<file path="src/rtl/prot_pkg.sv">
// Shared types for the protection sequencer.
// Assumes: used by every module of the block; holds no logic.
package prot_pkg;
    typedef enum logic [2:0] {
        ST_OFF,   // disabled by enable low
        ST_SOFT,  // reference ramping up toward nominal
        ST_RUN,   // regulating
        ST_HUP,   // hiccup, rising leg
        ST_HDN,   // hiccup, falling leg
        ST_HOT,   // thermal shutdown
        ST_CROW,  // overvoltage crowbar latched
        ST_LOCK   // supply lockout
    } prot_state_t;

    typedef enum logic [1:0] {
        RC_HOLD,
        RC_UP,
        RC_DOWN,
        RC_CLEAR
    } ramp_cmd_t;
endpackage

</file>
<file path="src/rtl/prot_tick.sv">
// Prescaler: emits a one-cycle tick every DIV clocks, free-running.
// Assumes: DIV >= 1; with DIV == 1 every cycle is a tick.
module prot_tick #(
    parameter int DIV = 2
) (
    input  logic clk,
    input  logic rst_n,
    output logic tick
);
    localparam int CW = (DIV > 1) ? $clog2(DIV) : 1;

    generate
        if (DIV == 1) begin : g_every
            assign tick = 1'b1;
        end else begin : g_div
            localparam logic [CW-1:0] LAST = CW'(DIV - 1);
            logic [CW-1:0] cnt;
            // Count 0..DIV-1 and wrap.
            always_ff @(posedge clk) begin
                if (!rst_n)          cnt <= '0;
                else if (cnt == LAST) cnt <= '0;
                else                 cnt <= cnt + 1'b1;
            end
            assign tick = (cnt == LAST);
        end
    endgenerate
endmodule

</file>
<file path="src/rtl/prot_qual.sv">
// Consecutive-sample qualifier: ok goes high once flag has been sampled
// high on LEN consecutive edges, and drops at the first low sample.
// Assumes: flag is synchronous to clk; LEN >= 1.
module prot_qual #(
    parameter int LEN = 8
) (
    input  logic clk,
    input  logic rst_n,
    input  logic flag,
    output logic ok
);
    localparam int CW = $clog2(LEN + 1);
    localparam logic [CW-1:0] FULL = CW'(LEN);

    logic [CW-1:0] cnt;

    // Saturating run-length counter of high samples.
    always_ff @(posedge clk) begin
        if (!rst_n)          cnt <= '0;
        else if (!flag)      cnt <= '0;
        else if (cnt != FULL) cnt <= cnt + 1'b1;
    end

    assign ok = (cnt == FULL);
endmodule

</file>
<file path="src/rtl/prot_ramp.sv">
// Soft-start level counter: moves one count per tick in the commanded
// direction, or clears at once.
// Assumes: the caller stops commanding a direction at its target.
module prot_ramp
    import prot_pkg::*;
#(
    parameter int W    = 8,
    parameter int MAXV = 112
) (
    input  logic         clk,
    input  logic         rst_n,
    input  logic         tick,
    input  ramp_cmd_t    cmd,
    output logic [W-1:0] level
);
    localparam logic [W-1:0] MAX_C = W'(MAXV);

    // Step, hold or clear the level.
    always_ff @(posedge clk) begin
        if (!rst_n) begin
            level <= '0;
        end else begin
            unique case (cmd)
                RC_CLEAR: level <= '0;
                RC_UP:    if (tick && level != MAX_C) level <= level + 1'b1;
                RC_DOWN:  if (tick && level != '0)    level <= level - 1'b1;
                default:  level <= level;
            endcase
        end
    end
endmodule

</file>
<file path="src/rtl/prot_fsm.sv">
// Protection state machine: picks the operating state from the fault
// flags and the soft-start level. It drives the ramp command and the
// gate and power-good controls.
// Assumes: ov_ok and pg_ok come from qualifiers on the same clock; the
// level input is the registered ramp output.
module prot_fsm
    import prot_pkg::*;
#(
    parameter int W     = 8,
    parameter int NOM   = 100,
    parameter int TOP   = 112,
    parameter int FLOOR = 8
) (
    input  logic         clk,
    input  logic         rst_n,
    input  logic         en,
    input  logic         uvlo,
    input  logic         hot,
    input  logic         cool,
    input  logic         uv_hit,
    input  logic         ov_ok,
    input  logic         pg_ok,
    input  logic [W-1:0] level,
    output ramp_cmd_t    cmd,
    output logic         hs_allow,
    output logic         ls_allow,
    output logic         ls_force,
    output logic         pg_pulldown
);
    localparam logic [W-1:0] NOM_C   = W'(NOM);
    localparam logic [W-1:0] TOP_C   = W'(TOP);
    localparam logic [W-1:0] FLOOR_C = W'(FLOOR);

    prot_state_t st, nxt;
    logic        crow_q;
    logic        ov_watch;

    assign ov_watch = (st == ST_SOFT) || (st == ST_RUN) ||
                      (st == ST_HUP)  || (st == ST_HDN);

    // Next state: faults in priority order, then normal sequencing.
    always_comb begin
        nxt = st;
        if (uvlo)                       nxt = ST_LOCK;
        else if (!en)                   nxt = ST_OFF;
        else if (hot)                   nxt = ST_HOT;
        else if (st == ST_HOT)          nxt = cool ? (crow_q ? ST_CROW : ST_SOFT) : ST_HOT;
        else if (crow_q || (ov_ok && ov_watch)) nxt = ST_CROW;
        else if (uv_hit && (st == ST_SOFT || st == ST_RUN)) nxt = ST_HUP;
        else begin
            unique case (st)
                ST_OFF:  nxt = ST_SOFT;
                ST_LOCK: nxt = ST_SOFT;
                ST_SOFT: nxt = (level >= NOM_C) ? ST_RUN : ST_SOFT;
                ST_HUP:  nxt = (level >= TOP_C) ? ST_HDN : ST_HUP;
                ST_HDN:  nxt = (level <= FLOOR_C) ? ST_SOFT : ST_HDN;
                default: nxt = st;
            endcase
        end
    end

    // State register.
    always_ff @(posedge clk) begin
        if (!rst_n) st <= ST_OFF;
        else        st <= nxt;
    end

    // Crowbar memory: survives a thermal event, cleared by lockout or enable low.
    always_ff @(posedge clk) begin
        if (!rst_n || uvlo || !en) crow_q <= 1'b0;
        else if (st == ST_CROW)    crow_q <= 1'b1;
    end

    // Ramp command per state.
    always_comb begin
        unique case (st)
            ST_SOFT: cmd = (level < NOM_C)   ? RC_UP   : RC_HOLD;
            ST_HUP:  cmd = (level < TOP_C)   ? RC_UP   : RC_HOLD;
            ST_HDN:  cmd = (level > FLOOR_C) ? RC_DOWN : RC_HOLD;
            ST_RUN:  cmd = RC_HOLD;
            default: cmd = RC_CLEAR;
        endcase
    end

    // Gate and power-good controls decoded from the state.
    always_comb begin
        hs_allow    = (st == ST_SOFT) || (st == ST_RUN);
        ls_allow    = hs_allow;
        ls_force    = (st == ST_CROW);
        pg_pulldown = (st == ST_HOT) ? 1'b0 : !((st == ST_RUN) && pg_ok);
    end
endmodule

</file>
<file path="src/rtl/buck_prot_seq.sv">
// Top of the protection sequencer: prescaler, two qualifiers, the
// soft-start counter and the state machine.
// Assumes: all flags are synchronous to clk; SS_NOM*112/100 fits in SS_W bits.
module buck_prot_seq #(
    parameter int SS_W      = 8,
    parameter int SS_NOM    = 100,
    parameter int CLK_DIV   = 2,
    parameter int PG_CYCLES = 8,
    parameter int OV_CYCLES = 6
) (
    input  logic            clk,
    input  logic            rst_n,
    input  logic            enable,
    input  logic            pg_flag,
    input  logic            uv_flag,
    input  logic            ilim_flag,
    input  logic            ov_flag,
    input  logic            hot_flag,
    input  logic            cool_flag,
    input  logic            uvlo_flag,
    output logic            hs_allow,
    output logic            ls_allow,
    output logic            ls_force,
    output logic            pg_pulldown,
    output logic [SS_W-1:0] ss_level
);
    import prot_pkg::*;

    localparam int SS_TOP   = SS_NOM * 112 / 100;
    localparam int SS_FLOOR = SS_NOM * 50 / 600;

    logic      tick;
    logic      pg_ok;
    logic      ov_ok;
    ramp_cmd_t cmd;

    prot_tick #(.DIV(CLK_DIV)) u_tick (
        .clk(clk), .rst_n(rst_n), .tick(tick)
    );

    prot_qual #(.LEN(PG_CYCLES)) u_pgq (
        .clk(clk), .rst_n(rst_n), .flag(pg_flag), .ok(pg_ok)
    );

    prot_qual #(.LEN(OV_CYCLES)) u_ovq (
        .clk(clk), .rst_n(rst_n), .flag(ov_flag), .ok(ov_ok)
    );

    prot_ramp #(.W(SS_W), .MAXV(SS_TOP)) u_ramp (
        .clk(clk), .rst_n(rst_n), .tick(tick), .cmd(cmd), .level(ss_level)
    );

    prot_fsm #(.W(SS_W), .NOM(SS_NOM), .TOP(SS_TOP), .FLOOR(SS_FLOOR)) u_fsm (
        .clk(clk), .rst_n(rst_n), .en(enable), .uvlo(uvlo_flag),
        .hot(hot_flag), .cool(cool_flag), .uv_hit(uv_flag & ilim_flag),
        .ov_ok(ov_ok), .pg_ok(pg_ok), .level(ss_level), .cmd(cmd),
        .hs_allow(hs_allow), .ls_allow(ls_allow), .ls_force(ls_force),
        .pg_pulldown(pg_pulldown)
    );
endmodule

</file>
<file path="config.mk">
export PLATFORM = sky130hd
export DESIGN_NAME = buck_prot_seq
export DESIGN_NICKNAME = d
export VERILOG_FILES = /design/src/rtl/prot_pkg.sv /design/src/rtl/prot_tick.sv /design/src/rtl/prot_qual.sv /design/src/rtl/prot_ramp.sv /design/src/rtl/prot_fsm.sv /design/src/rtl/buck_prot_seq.sv
export SDC_FILE = /design/constraint.sdc
export NUM_CORES = 1
export LEC_CHECK = 0
export ABC_AREA = 1
export BUFFER_PORTS_ARGS = -buffer_cell sky130_fd_sc_hd__buf_2
export CAP_MARGIN = 20
export CORE_MARGIN = 5
export CORE_UTILIZATION = 40
export DETAILED_ROUTE_END_ITERATION = 12
export PLACE_DENSITY_LB_ADDON = 0.15
export SYNTH_ARGS = -nofsm -noshare
export SYNTH_HDL_FRONTEND = slang
export SYNTH_SLANG_ARGS = --single-unit
</file>
<file path="constraint.sdc">
create_clock -name clk -period 5.6 [get_ports clk]
set_input_delay 0.56 -clock clk [delete_from_list [all_inputs] [get_ports clk]]
set_output_delay 0.56 -clock clk [all_outputs]
set_load 0.05 [all_outputs]
</file>
==> flow_summary.yaml <==
timing:
  slew_headroom: 0.760
  fin_tns_setup_ns: 0
  worst_slack_ns: 2.99
  post-route-period-util: 0.466
  rsz0062_at_grt: "no"
  skew_ns: 0.00459
  finalHoldViolCount: 0
  fmax_mhz: 383
  finalSetupViolCount: 0
  worst_slew_pin_slew_ns: 0.361
  drv_slew: 0
  period_needed_ns: 2.61
clock_network:
  clock_latency_ns: 0.26
  clock-root-buffer: "clkbuf_8"
  cts-hold-fix-buffers: 0
  ctsLongestPathBuffers: 2
  clk_pin_slew_ns: 0.08
  cts_setup_buffers: 0
  ctsHtreeMaxLevel: 1
  numCtsBuffers: 3
  cts_resized: 0
  cts_num_sinks: 20
  tritoncts: "built"
synth:
  ys_async_sr_fraction: 0
  yosys_warnings: 0
  synthFlopType: "dfxtp_1"
  synthTopCellsByCount: "66 x nand2_1, 33 x inv_1, 21 x a21oi_1, 20 x dfxtp_1"
  synthDistinctLibCells: 26
  synth-seq-cells: 20
  synth_enable_flop_cells: 0
  ys_seq_area_frac: 0.267
  synthCells: 229
  yosysMostFrequentCell: "nand2_1"
  synth.top_cell.area_share: 0.267
  yosys.area.top_type: "dfxtp_1"
  avgSynthCellArea_sq_um: 6.55
  synth_area_sq_um: 1500
  syn-num-nets: 253
  synth.area.top_cells: "dfxtp_1 27%, nand2_1 17%, ha_1 11%"
placement:
  gp_congestion: 0.851
  hpwl_microns: 2740
  port_buffers: 21
  dpl_worst_slack_ns: 2.99
  dp.cells: 297
layout:
  syn2layout_area_growth_pct: 15.3
  num-nets-final: 278
  n_antenna_cell: 0
  final_cell_count_no_fill: 301
  layout-drive-gt1-share: 0.134
  utilization: 0.472
power_and_ir_drop:
  total_power_mw: 0.530
  p_per_area_nw_per_um2: 306
  irDropWorstVdd_mv: 0.181
  power.leakage_nw: 0.930
die:
  die_h_microns: 71.2
  coreArea_sq_um: 3660
  top_level_ports: 22
  rows: 22
  die_w_microns: 71.2
  start_util: 0.410
  dieArea_sq_um: 5080
worst_setup_path:
  critPathKind: "flop to flop"
  r2r_setup_slack_ns: 2.99
  start_kind: "flop"
  critPathLaunch: "u_ramp.level[5]"
  r2r-end: "u_ramp.level[7]"
  cp-end-kind: "flop"
  reg2regPathDepth: 16
  r2r-start: "u_ramp.level[5]"
  crit_arrival_ns: 2.80
  worstPathMaxFanout: 9
  worstSetupEndpoint: "u_ramp.level[7]"
  cp_data_required_time_ns: 5.79
grt:
  grt_max_degree: 13
  grt_pass1_wl_microns: 5710
  antenna_found_initial: 0
  track_usage: 0.136
  first_global_vias: 1342
  grt.overflow.total: 0
status:
  status: "finished clean"
route:
  antenna_left: 0
  vias_per_cell: 4.77
  drt_iter0_markers: 37
  drt_wl_total_microns: 3310
  drcViolationCount: 0
  drt-wirelength-per-cell_microns: 11.0
  drt-pass1-iter-count: 4
  vias: 1435
flow_run:
  maxCapViolCount: 0
worst_hold_path:
  hold_path.class: "flop to flop"
report_power, final:
group | total, mW | internal, mW | switching, mW
registers | 0.174 | 0.155 | 0.0185
clock network | 0.145 | 0.0953 | 0.0495
logic | 0.212 | 0.0670 | 0.145
total | 0.530 | 0.317 | 0.213
worst min path at each step:
stage | cells past startpoint | endpoint | from
2_1_floorplan | 1 | u_tick.tick | u_tick.tick
3_3_place_gp | 1 | u_tick.tick | u_tick.tick
3_5_place_dp | 1 | u_pgq.cnt[3] | u_pgq.cnt[3]
4_1_cts | 1 | u_pgq.cnt[3] | u_pgq.cnt[3]
5_1_grt | 1 | u_tick.tick | u_tick.tick
6_report | 1 | u_pgq.cnt[3] | u_pgq.cnt[3]
registers in the layout, summed over array words and instances (netlist names):
| register | flops |
|---|---|
| u_tick.tick | 1 |
| u_ramp.level | 8 |
| u_ovq.cnt | 3 |
| u_pgq.cnt | 4 |
| u_fsm.crow_q | 1 |
| u_fsm.st | 3 |
critical path: stages (launching register included):
cell and delay [ns]:
dfxtp_1 0.44, nand3_1 0.14, nand2_1 0.11, inv_1 0.05, nand3_1 0.09, nand3_1 0.10, inv_1 0.10, ha_1 0.37
ha_1 0.36, a21oi_1 0.22, o21a_1 0.16, nand2_1 0.05, nand2_1 0.05, nand2_1 0.05, nor2_1 0.07, nand2_1 0.06
a21oi_1 0.11
layout by cell type (no fill, tap or decap):
cell type,count
a21oi_4,1
bufinv_16,1
nor3_1,2
ha_1,13
or2_1,1
nand4_1,6
o21ai_0,9
inv_2,2
a31oi_1,1
clkbuf_8,3
nand3_1,17
a21oi_1,21
clkinv_1,1
o21ai_1,1
buf_2,21
xnor2_1,4
dfxtp_1,20
nor3_4,1
nand3b_1,1
inv_1,33
xor2_1,4
fa_1,1
nor2_2,2
nand2_2,2
nand2_1,66
o21a_1,1
nor2_1,17
nand3b_4,1
kinds of logic (layout without fill, tap and decap cells):
group / Yosys count / after routing / share of synthesized area
AND/OR/NAND/NOR: 116 / 116 / 0.346
XOR/XNOR: 8 / 8 / 0.0467
adder cells (fa/ha/maj): 14 / 14 / 0.122
buffers and inverters: 37 / 61 / 0.0951
flip-flops: 20 / 20 / 0.267
AO/OA/AOI/OAI: 34 / 34 / 0.123
metal layers:
metal	GRT usage	part of all wire	vias up
li1	-	-	781
met1	0.178	0.49	640
met2	0.235	0.47	12
met3	0.0266	0.028	2
met4	0.0251	0.0060	0
met5	0	0	-
metrics by stage:
stage,hold WS [ns],instance area [sq um]
floorplan,0.409,1500
global placement,0.426,1660
detailed placement,0.444,1660
CTS,0.455,1730
global route,0.498,1730
finish,0.453,1730
final cells by class:
type | instances | area [sq um]
clock buffer | 3 | 41.3
clock inverter | 1 | 30.0
fill | 397 | 1930
inverter | 36 | 135
multi-input combinational | 172 | 957
sequential | 20 | 400
tap | 48 | 60.1
timing repair buffer | 21 | 105
Note: power is estimated with default switching activity, not from simulation.
